**src/rtl/dam_pkg.sv**
```systemverilog
package dam_pkg;
    typedef enum logic [2:0] {
        S_IDLE  = 3'd0,
        S_ROW   = 3'd1,
        S_COL   = 3'd2,
        S_REROW = 3'd3,
        S_RFSH  = 3'd4
    } dam_state_e;

    function automatic logic in_access(input dam_state_e s);
        return (s == S_ROW) || (s == S_COL) || (s == S_REROW);
    endfunction
endpackage

```
**src/rtl/dam_addr_latch.sv**
```systemverilog
module dam_addr_latch #(
    parameter int ROW_W = 4,
    parameter int COL_W = 4
) (
    input  logic             clk,
    input  logic             rst_n,
    input  logic             load,
    input  logic             step,
    input  logic [ROW_W-1:0] row_d,
    input  logic [COL_W-1:0] col_d,
    output logic [ROW_W-1:0] row_q,
    output logic [COL_W-1:0] col_q
);
    localparam logic [COL_W-1:0] ONE = COL_W'(1);

    always_ff @(posedge clk) begin
        if (!rst_n) begin
            row_q <= '0;
            col_q <= '0;
        end else if (load) begin
            row_q <= row_d;
            col_q <= col_d;
        end else if (step) begin
            // The increment stays inside the column field.
            col_q <= col_q + ONE;
        end
    end
endmodule

```
**src/rtl/dam_rfsh_ctr.sv**
```systemverilog
module dam_rfsh_ctr #(
    parameter int ROW_W = 4
) (
    input  logic             clk,
    input  logic             rst_n,
    input  logic             advance,
    output logic [ROW_W-1:0] rfsh_row
);
    localparam logic [ROW_W-1:0] ONE = ROW_W'(1);

    always_ff @(posedge clk) begin
        if (!rst_n)
            rfsh_row <= '0;
        else if (advance)
            rfsh_row <= rfsh_row + ONE;
    end
endmodule

```
**src/rtl/dam_hold_timer.sv**
```systemverilog
module dam_hold_timer #(
    parameter int HOLD_CYC = 1
) (
    input  logic clk,
    input  logic rst_n,
    input  logic clr,
    input  logic run,
    output logic done
);
    localparam int CW = (HOLD_CYC < 2) ? 1 : $clog2(HOLD_CYC);
    localparam logic [CW-1:0] LAST = CW'(HOLD_CYC - 1);

    logic [CW-1:0] cnt;

    always_ff @(posedge clk) begin
        if (!rst_n)
            cnt <= '0;
        else if (clr)
            cnt <= '0;
        else if (run && cnt != LAST)
            cnt <= cnt + CW'(1);
    end

    assign done = (cnt == LAST);
endmodule

```
**src/rtl/dam_fsm.sv**
```systemverilog
module dam_fsm
    import dam_pkg::*;
(
    input  logic       clk,
    input  logic       rst_n,
    input  logic       row_phase,
    input  logic       col_phase,
    input  logic       ras_release,
    input  logic       refresh_busy,
    input  logic       col_step,
    input  logic       pipe_mode,
    input  logic       hold_done,
    output dam_state_e st_q,
    output logic       latch_en,
    output logic       col_inc,
    output logic       rfsh_done,
    output logic       hold_clr
);
    dam_state_e st_nxt;
    dam_state_e resume_q;
    dam_state_e resume_nxt;

    always_ff @(posedge clk) begin
        if (!rst_n) begin
            st_q     <= S_IDLE;
            resume_q <= S_IDLE;
        end else begin
            st_q     <= st_nxt;
            resume_q <= resume_nxt;
        end
    end

    always_comb begin
        st_nxt     = st_q;
        resume_nxt = resume_q;
        latch_en   = 1'b0;
        rfsh_done  = 1'b0;
        if (st_q == S_RFSH) begin
            // The step input stretches the refresh.
            if (!refresh_busy && !col_step) begin
                st_nxt    = resume_q;
                rfsh_done = 1'b1;
            end
        end else if (refresh_busy) begin
            st_nxt     = S_RFSH;
            resume_nxt = st_q;
        end else begin
            unique case (st_q)
                S_IDLE: begin
                    if (row_phase) begin
                        st_nxt   = S_ROW;
                        latch_en = 1'b1;
                    end
                end
                S_ROW: begin
                    if (ras_release)    st_nxt = S_IDLE;
                    else if (col_phase) st_nxt = S_COL;
                end
                S_COL: begin
                    if (ras_release)                 st_nxt = S_IDLE;
                    else if (pipe_mode && hold_done) st_nxt = S_REROW;
                end
                S_REROW: begin
                    if (ras_release)    st_nxt = S_IDLE;
                    else if (col_phase) st_nxt = S_COL;
                end
                default: st_nxt = S_IDLE;
            endcase
        end
    end

    assign col_inc  = col_step && !refresh_busy && in_access(st_q);
    assign hold_clr = (st_nxt == S_COL) && (st_q != S_COL);
endmodule

```
**src/rtl/dram_addr_mux.sv**
```systemverilog
module dram_addr_mux
    import dam_pkg::*;
#(
    parameter int ROW_W    = 4,
    parameter int COL_W    = 4,
    parameter int HOLD_CYC = 1,
    parameter int ADDR_W   = (ROW_W > COL_W) ? ROW_W : COL_W
) (
    input  logic              clk,
    input  logic              rst_n,
    input  logic [ROW_W-1:0]  row_in,
    input  logic [COL_W-1:0]  col_in,
    input  logic              row_phase,
    input  logic              col_phase,
    input  logic              ras_release,
    input  logic              refresh_busy,
    input  logic              col_step,
    input  logic              pipe_mode,
    output logic [ADDR_W-1:0] dram_addr
);
    dam_state_e       st_cur;
    logic             latch_en;
    logic             col_inc;
    logic             rfsh_done;
    logic             hold_clr;
    logic             hold_done;
    logic [ROW_W-1:0] row_q;
    logic [COL_W-1:0] col_q;
    logic [ROW_W-1:0] rfsh_row;

    dam_fsm u_fsm (
        .clk          (clk),
        .rst_n        (rst_n),
        .row_phase    (row_phase),
        .col_phase    (col_phase),
        .ras_release  (ras_release),
        .refresh_busy (refresh_busy),
        .col_step     (col_step),
        .pipe_mode    (pipe_mode),
        .hold_done    (hold_done),
        .st_q         (st_cur),
        .latch_en     (latch_en),
        .col_inc      (col_inc),
        .rfsh_done    (rfsh_done),
        .hold_clr     (hold_clr)
    );

    dam_addr_latch #(.ROW_W(ROW_W), .COL_W(COL_W)) u_latch (
        .clk   (clk),
        .rst_n (rst_n),
        .load  (latch_en),
        .step  (col_inc),
        .row_d (row_in),
        .col_d (col_in),
        .row_q (row_q),
        .col_q (col_q)
    );

    dam_rfsh_ctr #(.ROW_W(ROW_W)) u_rctr (
        .clk      (clk),
        .rst_n    (rst_n),
        .advance  (rfsh_done),
        .rfsh_row (rfsh_row)
    );

    dam_hold_timer #(.HOLD_CYC(HOLD_CYC)) u_hold (
        .clk   (clk),
        .rst_n (rst_n),
        .clr   (hold_clr),
        .run   (st_cur == S_COL),
        .done  (hold_done)
    );

    // The bus is decoded from the registered state alone.
    always_comb begin
        unique case (st_cur)
            S_COL:   dram_addr = ADDR_W'(col_q);
            S_RFSH:  dram_addr = ADDR_W'(rfsh_row);
            default: dram_addr = ADDR_W'(row_q);
        endcase
    end
endmodule

```
**config.mk**
```make
export PLATFORM = sky130hd
export DESIGN_NAME = dram_addr_mux
export DESIGN_NICKNAME = d
export VERILOG_FILES = /design/src/rtl/dam_pkg.sv /design/src/rtl/dam_addr_latch.sv /design/src/rtl/dam_rfsh_ctr.sv /design/src/rtl/dam_hold_timer.sv /design/src/rtl/dam_fsm.sv /design/src/rtl/dram_addr_mux.sv
export SDC_FILE = /design/constraint.sdc
export NUM_CORES = 1
export LEC_CHECK = 0
export BUFFER_PORTS_ARGS = -buffer_cell sky130_fd_sc_hd__buf_2
export CAP_MARGIN = 5
export CORE_MARGIN = 10
export CORE_UTILIZATION = 46
export CTS_CLUSTER_DIAMETER = 120
export DETAILED_ROUTE_END_ITERATION = 6
export GPL_ROUTABILITY_DRIVEN = 0
export GPL_TIMING_DRIVEN = 0
export HOLD_SLACK_MARGIN = 0.06
export PLACE_DENSITY = 0.79
export RECOVER_POWER = 25
export SLEW_MARGIN = 20
export SYNTH_ARGS = -nofsm -noshare
export SYNTH_HDL_FRONTEND = slang
export SYNTH_SLANG_ARGS = --single-unit
export TNS_END_PERCENT = 1
```
**constraint.sdc**
```tcl
create_clock -name clk -period 1.6 [get_ports clk]
set_input_delay 0.08 -clock clk [delete_from_list [all_inputs] [get_ports clk]]
set_output_delay 0.08 -clock clk [all_outputs]
set_load 0.05 [all_outputs]
```
# Yosys cells after proc, flatten, opt, wreduce, memory -nomap -nowiden
# Index checks and enable logic that the tools add are counted.
# totals
regBits	19
output_inout_bits	4
inputBits	16
word_cells	51
# classes
muxes	18
n_bitwise	3
add_sub_neg	3
eq_ne	6
n_reduce_logical	15
# ops
operator	count
$mux W3	8
$eq A3 B2 Y1 const B	3
$pmux W3 S3	1
$add A4 B1 Y4 const B	2
$mux W4	2
$pmux W4 S2	1
$logic_and A1 B1 Y1	6
$mux W1	6
$reduce_or A2 Y1	2
$eq A3 B1 Y1 const B	1
$eq A3 B3 Y1 const B	1
$logic_not A3 Y1	1
$ne A3 B2 Y1 const B	1
$not A1 Y1	3
$logic_not A1 Y1	2
$logic_or A1 B1 Y1	2
$reduce_and A2 Y1	1
$reduce_bool A2 Y1	1
$add A1 B1 Y1 const B	1

# Logic depth before layout (Yosys ltp)
# Gate-level depths: netlist (run 1).
# depth
word_depth	10
ltp_mapped	6
depth_no_buf	4

# Hierarchy
# From an unflattened synthesis (run 1), not the netlist that was laid out.
# hier_totals
hier_cells	103
hier_area_um2	1009.7
# modules_own_cells
mod	n_inst	area_each_um2	seq_area_each_um2	cells_per_inst
dam_addr_latch	1	345.3	160.2	35
dam_fsm	1	341.6	120.1	37
dam_rfsh_ctr	1	176.4	80.1	16
dram_addr_mux	1	110.1	0.0	12
dam_hold_timer	1	36.3	20.0	3

# Worst setup path before layout (run 1)
# No wires, ideal clock.
# synth_timing
kind	reg2out
startpoint	register u_fsm.st_q[0]
endpoint	output dram_addr[0]
path_slack_ns	0.201
n_path_buf	1
required_time_ns	1.520
arrival_ns	1.319
stages_incl_launch_ff	6
cell_sequence	dfxtp_1 > nor3b_4 > buf_6 > nor2_1 > nand2_1 > nand2_1
# synth_between
elab_chain_len	2
elab_cells_between_ends	3
classes_between	2 x eq/ne; 1 x mux
# synth_rtl
item	line_no	source
start, declared	dam_fsm.sv:13	output dam_state_e st_q,
start signal, assigned	dam_fsm.sv:28	st_q <= st_nxt;
$eq A3 B3 Y1 / $eq A3 B2 Y1 (equally long branches)	dram_addr_mux.sv:76	unique case (st_cur)
$pmux W4 S2 (*)	dram_addr_mux.sv:76	
end, declared	dram_addr_mux.sv:19	output logic [ADDR_W-1:0] dram_addr
# Mark *: on every way between the ends. The rest lies on a longest branch, timed or not.

# Final worst setup path (run 1)
# layout_timing
startpoint	register u_fsm.st_q[1]
endpoint	output dram_addr[3]
# The elaborated chain is that of the path after synthesis.

==> flow_summary.json, run 1 <==
{
  "status": "completed",
  "drt_iter0_markers": 14,
  "routed_via_density": 5.48,
  "slew_viol_final": 0,
  "synth_edf_count": 0,
  "fin_util_pct": 65.2,
  "drv_cap": 0,
  "layout_common_cells": "dfxtp_1, buf_2, nand2_1",
  "critPathArrivalTime_ps": 1520,
  "fin_crit_ps": 1600,
  "synth-seq-cells": 19,
  "dp_hpwl_um": 1780,
  "fmax_ghz": 0.627,
  "grt_start_max_net_pins": 12,
  "cts_root_buf": "clkbuf_4",
  "netlist_area_mm2": 0.00100,
  "die_w_um": 66.6,
  "hp-class": "primary input to flop",
  "io_pins": 20,
  "async_flop_share_pct": 0,
  "clk_pin_slew_worst_paths_ps": 110,
  "n_antenna_cell": 0,
  "path_cells": "nor3b_4 -> buf_4 -> nor2_4 -> nand2_1 -> nand2_1 -> buf_6",
  "yosysWarnings": 0,
  "critPathTopFamily": "simple AND/OR/NAND/NOR gates",
  "io_buffers": 17,
  "finalSetupViolCount": 0,
  "fill_cells": 159,
  "final_nets": 163,
  "cts_buffers": 3,
  "critical_path_class": "flop to primary output",
  "clock_sink_count": 19,
  "drt_pass1_iterations": 4,
  "crit_path_top_delay_cell": "dfxtp_4",
  "die_h_um": 66.6,
  "clock_path_buffers": 2,
  "post_drt_wl_per_cell_um": 15.6,
  "dp_slack_ps": 26.9,
  "yosysSeqAreaShare_pct": 38.0,
  "setup_ws_ps": 4.53,
  "post-route-drc-count": 0,
  "cp.buffers_inverters": 2,
  "crit_path_frequent_cell": "nand2_1",
  "cts_tree": "built",
  "worstPathMaxFanout": 6,
  "p_leak_nw": 0.584,
  "power_density_mw_per_mm2": 707,
  "grt_pass1_vias": 954,
  "grt_pass1_wl_um": 4330,
  "antenna_found_initial": 0,
  "grt_util_all_layers_pct": 12.1,
  "stdcell_count": 171,
  "holdWs_ps": 58.6,
  "worstMarginPinSlew_ps": 401,
  "ys_types": 38,
  "fin_area_mm2": 0.00132,
  "clock_skew_ps": 1.00,
  "slowest_delay_ps": 420,
  "fin_setup_tns_ps": 0,
  "drt_wl_total_um": 2670,
  "die_area_mm2": 0.00444,
  "htreeDepth": 1,
  "dp.cells": 153,
  "endpoint_kind": "primary output",
  "coreArea_mm2": 0.00202,
  "synth_area_per_cell_um2": 9.18,
  "slew_headroom_pct": 73.2,
  "startpoint_type": "flop",
  "final_hold_viol_count": 0,
  "area_delta_synth_final_pct": 31.7,
  "start_util_pct": 49.5,
  "required_ps": 1520,
  "synthCells": 109,
  "p_total_mw": 0.933,
  "peakVddDrop_mv": 0.645,
  "layout_commonest_cell": "dfxtp_1",
  "insertion_delay_ps": 300,
  "synthFlopType": "dfxtp_1",
  "overflow": 0,
  "synth_fp_nets": 127,
  "std_cell_rows": 16,
  "drive_gt1_share_pct": 35.4,
  "drtAntennaViolNets": 0,
  "vias": 937,
  "postPlaceCellArea_mm2": 0.00112,
  "period_share_pct": 99.7
}
worst paths after layout:
kind / end / cells past startpoint / start / slack [ps]
max: dram_addr[3] / 6 / u_fsm.st_q[1] / 5
min: u_latch.col_q[3] / 3 / col_in[3] / 60
max reg2reg: u_latch.col_q[0] / 6 / u_fsm.st_q[0] / 120
min reg2reg: u_fsm.resume_q[2] / 2 / u_fsm.resume_q[2] / 460
timing repair:
action	CTS	global route
endpoints found under the hold margin	4	0
setup endpoints to repair	4	4
hold buffers	4	0
buffers inserted	4	6
gates resized for setup	12	6
Yosys cell counts, drive strengths merged, types with 2 or more instances:
master,count,area (µm²)
nor2b,7,43.8
and3,2,12.5
o21a,2,15.0
clkbuf,2,7.51
inv,3,11.3
mux2i,5,50.1
ha,2,25.0
nand2,13,51.3
nor2,5,36.3
and2,5,31.3
a21oi,5,25.0
o21ai,4,20.0
nor3b,2,31.3
dfxtp,19,380
buf,3,27.5
xnor2,4,35.0
nand3,6,40.0
a22oi,6,45.0
area by class of cell:
type	count	area [µm²]	share of cell area, %
plain buffers	5	35.0	2.66
clock buffers	3	22.5	1.71
clock inverters	1	5.00	0.380
inverters	3	11.3	0.854
multi-input cells	82	598	45.4
flip-flops and latches	19	392	29.7
well taps	27	33.8	2.56
repair buffers	31	221	16.8
flip-flops by register name (all words and copies together), names as in the netlist:
register	cells
u_fsm.resume_q	3
u_fsm.st_q	3
u_hold.cnt	1
u_latch.col_q	4
u_latch.row_q	4
u_rctr.rfsh_row	4
report_power, final:
part	internal [mW]	switching, mW	total, mW	leakage [nW]
Clock	0.0932	0.157	0.250	0.0177
Combinational	0.0843	0.0901	0.174	0.410
Sequential	0.488	0.0202	0.508	0.157
worst reg2reg max path, stage by stage, from the launching register on:
cell and delay, ps:
dfxtp_4 390, buf_4 140, nor2_4 140, nand3_2 190, buf_6 190, and3_1 160
o21a_1 170
cell families (layout without fill, tap and decap cells):
family	after synthesis	count (layout)	synth area share (%)
AND/OR/NAND/NOR	48	48	31.1
XOR/XNOR	5	5	4.37
adder cells (fa/ha/maj)	2	2	2.50
flip-flops	19	19	38.0
multiplexers	5	5	5.00
AO/OA/AOI/OAI	22	22	14.4
buffers and inverters	8	43	4.62
per-layer routing:
metal  track usage [%]  vias to the layer above  wire, µm
met5                 0                        -         0
met4              5.24                        0        51
met3              2.84                        7       109
met2              21.0                       32      1380
met1              13.7                      445      1130
li1                  -                      453         -
(Power assumes the default switching activity.)
==> run 2: changes to the inputs <==
Settings changed: CORE_MARGIN 10 to 4, PLACE_DENSITY 0.79 to 0.68.
==> flow_summary.json, run 2 (synthesized netlist as in run 1, its figures left out) <==
{
  "status": "completed",
  "pwr-share-clk_pct": 26.5,
  "layout_common_cells": "dfxtp_1, buf_2, nand2_1",
  "layout_commonest_cell": "dfxtp_1",
  "slew_viol_final": 0,
  "n_antenna_cell": 0,
  "rr_worst_depth": 6,
  "hp-class": "primary input to flop",
  "drtAntennaViolNets": 0,
  "highest-signal-layer": "met4",
  "startpoint_type": "flop",
  "critPathArrivalTime_ps": 1440,
  "drv_cap": 0,
  "critical_path_class": "flop to primary output",
  "std_cell_rows": 16,
  "cts_buffers": 3,
  "clock_sink_count": 19,
  "drt_iter0_markers": 13,
  "start_util_pct": 49.5,
  "met1_length_um": 1070,
  "dp.cells": 153,
  "hold_depth": 3,
  "power_frac_seq_pct": 55.1,
  "grt_util_all_layers_pct": 16.9,
  "required_ps": 1520,
  "endpoint_kind": "primary output",
  "post_drt_wl_per_cell_um": 13.8,
  "dp_slack_ps": 104,
  "die_area_mm2": 0.00299,
  "power_density_mw_per_mm2": 710,
  "cts_tree": "built",
  "final_hold_viol_count": 0,
  "reg_top3": "u_latch.col_q x4, u_latch.row_q x4, u_rctr.rfsh_row x4",
  "p_comb_share_pct": 18.4,
  "peakVddDrop_mv": 0.653,
  "dr_wl_met2_um": 1140,
  "dp_hpwl_um": 1590,
  "coreArea_mm2": 0.00202,
  "vias": 882,
  "setup_ws_ps": 75.3,
  "post-route-drc-count": 0,
  "dr_wl_met3_um": 80,
  "clock_path_buffers": 2,
  "clk_pin_slew_worst_paths_ps": 110,
  "fill_cells": 179,
  "crit_start": "u_fsm.st_q[2]",
  "antenna_found_initial": 0,
  "drive_gt1_share_pct": 32.4,
  "p_switching_mw": 0.256,
  "grt_pass1_vias": 819,
  "fmax_ghz": 0.656,
  "worstPathMaxFanout": 8,
  "intPower_mw": 0.663,
  "drt_wl_total_um": 2330,
  "p_leak_nw": 0.571,
  "area_delta_synth_final_pct": 29.4,
  "worstMarginPinSlew_ps": 448,
  "finalSetupViolCount": 0,
  "period_share_pct": 95.3,
  "switching_share_pct": 27.8,
  "fin_crit_ps": 1520,
  "io_pins": 20,
  "hold_end": "u_latch.col_q[3]",
  "clock_skew_ps": 2.14,
  "hold_start": "col_in[3]",
  "io_buffers": 17,
  "rsz0062_at_grt": "yes",
  "htreeDepth": 1,
  "final_nets": 161,
  "cts_root_buf": "clkbuf_4",
  "die_h_um": 54.6,
  "stdcell_count": 169,
  "routed_via_density": 5.22,
  "die_w_um": 54.6,
  "slew_headroom_pct": 70.1,
  "rrSetupSlack_ps": 120,
  "p_total_mw": 0.919,
  "worst_r2r_endpoint": "u_latch.col_q[0]",
  "drt_pass1_iterations": 4,
  "r2r_start": "u_fsm.st_q[0]",
  "grt_pass1_wl_um": 3540,
  "insertion_delay_ps": 290,
  "grt_start_max_net_pins": 12,
  "overflow": 0
}
[run 2: how the worst max path moves through the flow]
stage | slack (ps) | cells after the start | to
after floorplan | 200 | 5 | dram_addr[0]
after global placement | 120 | 5 | dram_addr[2]
after detailed placement | 100 | 6 | dram_addr[0]
after CTS | 1 | 6 | dram_addr[0]
after global routing | -5 | 6 | dram_addr[3]
final | 80 | 6 | dram_addr[0]
[run 2: power by group through the flow]
stage | logic (mW) | clock network [mW] | registers (mW)
3_5_place_dp | 0.135 | 0 | 0.520
6_report | 0.169 | 0.243 | 0.507
4_1_cts | 0.158 | 0.252 | 0.509
5_1_grt | 0.183 | 0.275 | 0.508
3_3_place_gp | 0.133 | 0 | 0.520
2_1_floorplan | 0.0978 | 0 | 0.515
[run 2: critical path, cell delays in order, from the launching register on]
cell     delay [ps]
dfxtp_4         380
nor3b_4         160
buf_6           130
nor2_2          160
nand2_1          80
nand2_1          80
buf_6           160
[run 2: metal layers]
layer,vias up,GRT usage (%)
met1,411,21.3
met5,-,0
met3,4,4.09
met4,0,9.13
met2,15,26.2
li1,452,-
[run 2: layout make-up]
class	count	area, µm²	area share (%)
Clock buffer	3	22.5	1.74
Tap cell	27	33.8	2.61
Buffer	5	35.0	2.71
Clock inverter	1	5.00	0.386
Sequential cell	19	392	30.2
Multi-Input combinational cell	82	583	45.0
Timing Repair Buffer	29	213	16.4
Inverter	3	11.3	0.870
[run 2: stage by stage]
stage | area [µm²] | hold WS (ps) | utilization (%) | setup TNS, ps
final | 1290 | 70.0 | 64.0 | 0
after global routing | 1290 | 70.2 | 64.0 | -8.77
after CTS | 1240 | 65.4 | 61.6 | 0
after detailed placement | 1120 | 342 | 55.4 | 0
after global placement | 1120 | 332 | 55.4 | 0
after floorplan | 1000 | 246 | - | 0
[run 2: timing repair]
item / in CTS / in global routing
buffers inserted: 3 / 4
endpoints found under the setup margin: 4 / 4
resized for setup: 10 / 6
hold buffers: 5 / 0
cloned: 0 / 0
pin swaps: 0 / 1
endpoints found under the hold margin: 5 / 0
==> run 3: changes to the inputs <==
Clock period 1.6 ns to 1.8 ns, I/O delays scaled along.
==> flow_summary.json, run 3 (synthesized netlist as in run 1, its figures left out) <==
{
  "layout_commonest_cell": "dfxtp_1",
  "status": "completed",
  "worstPathMaxFanout": 10,
  "insertion_delay_ps": 300,
  "grt_start_max_net_pins": 12,
  "grt_pass1_vias": 741,
  "critical_path_class": "flop to primary output",
  "power_density_mw_per_mm2": 667,
  "dp_hpwl_um": 1590,
  "fmax_ghz": 0.601,
  "routed_via_density": 5.26,
  "area_delta_synth_final_pct": 19.9,
  "grt_util_all_layers_pct": 16.3,
  "post-route-drc-count": 0,
  "worst_r2r_endpoint": "u_latch.col_q[0]",
  "cts_root_buf": "clkbuf_4",
  "drtAntennaViolNets": 0,
  "overflow": 0,
  "period_share_pct": 92.4,
  "post_drt_wl_per_cell_um": 13.4,
  "required_ps": 1710,
  "fin_setup_tns_ps": 0,
  "reg_top3": "u_latch.col_q x4, u_latch.row_q x4, u_rctr.rfsh_row x4",
  "drv_cap": 0,
  "finalSetupViolCount": 0,
  "cts_buffers": 3,
  "fin_crit_ps": 1660,
  "r2r_start": "u_fsm.st_q[0]",
  "drt_pass1_iterations": 4,
  "p_leak_nw": 0.520,
  "drive_gt1_share_pct": 27.6,
  "final_hold_viol_count": 0,
  "stdcell_count": 161,
  "die_area_mm2": 0.00299,
  "endpoint_kind": "primary output",
  "grt_pass1_wl_um": 3420,
  "peakVddDrop_mv": 0.563,
  "dp.cells": 153,
  "crit_path_frequent_cell": "nand2_1",
  "hp-class": "primary input to flop",
  "slowest_delay_ps": 410,
  "clock_sink_count": 19,
  "clk_pin_slew_worst_paths_ps": 110,
  "startpoint_type": "flop",
  "vias": 847,
  "hold_depth": 3,
  "rsz0062_at_grt": "no",
  "cts_tree": "built",
  "die_w_um": 54.6,
  "die_h_um": 54.6,
  "postPlaceCellArea_mm2": 0.00112,
  "io_buffers": 17,
  "io_pins": 20,
  "antenna_found_initial": 0,
  "rrSetupSlack_ps": 230,
  "layout_common_cells": "dfxtp_1, buf_2, nand2_1",
  "rr_worst_depth": 5,
  "hold_end": "u_latch.col_q[1]",
  "fin_area_mm2": 0.00120,
  "critPathArrivalTime_ps": 1570,
  "drt_wl_total_um": 2160,
  "hold_start": "col_in[1]",
  "n_antenna_cell": 0,
  "std_cell_rows": 16,
  "coreArea_mm2": 0.00202,
  "path_cells": "nor3b_4 -> buf_6 -> nor2_2 -> nand2_1 -> nand2_1 -> clkbuf_4",
  "crit_path_top_delay_cell": "dfxtp_4",
  "slew_headroom_pct": 71.8,
  "worstMarginPinSlew_ps": 423,
  "htreeDepth": 1,
  "clock_path_buffers": 2,
  "slew_viol_final": 0,
  "start_util_pct": 49.5,
  "drt_iter0_markers": 12,
  "final_nets": 153,
  "clock_skew_ps": 2.93
}
[run 3: how the worst max path moves through the flow]
stage | to | from | cells past startpoint
finish | dram_addr[0] | u_fsm.st_q[2] | 6
global route | dram_addr[0] | u_fsm.st_q[2] | 6
CTS | dram_addr[0] | u_fsm.st_q[2] | 6
detailed placement | dram_addr[0] | u_fsm.st_q[0] | 6
global placement | dram_addr[2] | u_fsm.st_q[1] | 5
floorplan | dram_addr[0] | u_fsm.st_q[0] | 5
[run 3: routing by layer]
layer	vias up	wire, µm	GRT usage, %
met1	388	1020	21.6
met5	-	0	0
met3	7	84	4.09
met4	0	44	6.22
li1	436	-	-
met2	16	1010	25.0
[run 3: critical path: cells and delay by family, from the launching register on]
| kind | cells | cell delay [ps] |
|---|---|---|
| buf+inv | 2 | 390 |
| simple gates | 4 | 460 |
| flops | 1 | 410 |
[run 3: layout make-up]
class,instances,area [µm²]
plain buffers,5,35.0
fillers,190,822
flip-flops and latches,19,387
inverters,3,11.3
clock inverters,1,5.00
multi-input cells,82,571
repair buffers,21,135
clock buffers,3,22.5
well taps,27,33.8
[run 3: stage by stage]
stage / hold WS, ps / total power [mW] / utilization (%) / worst slack, ps
after floorplan: 256 / 0.545 / - / 391
after global placement: 342 / 0.580 / 55.4 / 307
after detailed placement: 352 / 0.583 / 55.4 / 294
after CTS: 65.0 / 0.806 / 59.2 / 48.3
after global routing: 66.9 / 0.841 / 59.3 / 35.0
final: 70.9 / 0.800 / 59.3 / 136
[run 3: timing repair]
action / CTS / global route
cloned: 0 / 0
hold buffers: 4 / 0
setup buffers: 0 / 0
endpoints found under the hold margin: 4 / 0
endpoints found under the setup margin: 4 / 4
gates resized for setup: 4 / 6
[run 3: power by group]
group	switching [mW]	internal (mW)	leakage [nW]
sequential	0.0174	0.436	0.156
combinational	0.0698	0.0590	0.346
clock	0.135	0.0828	0.0177
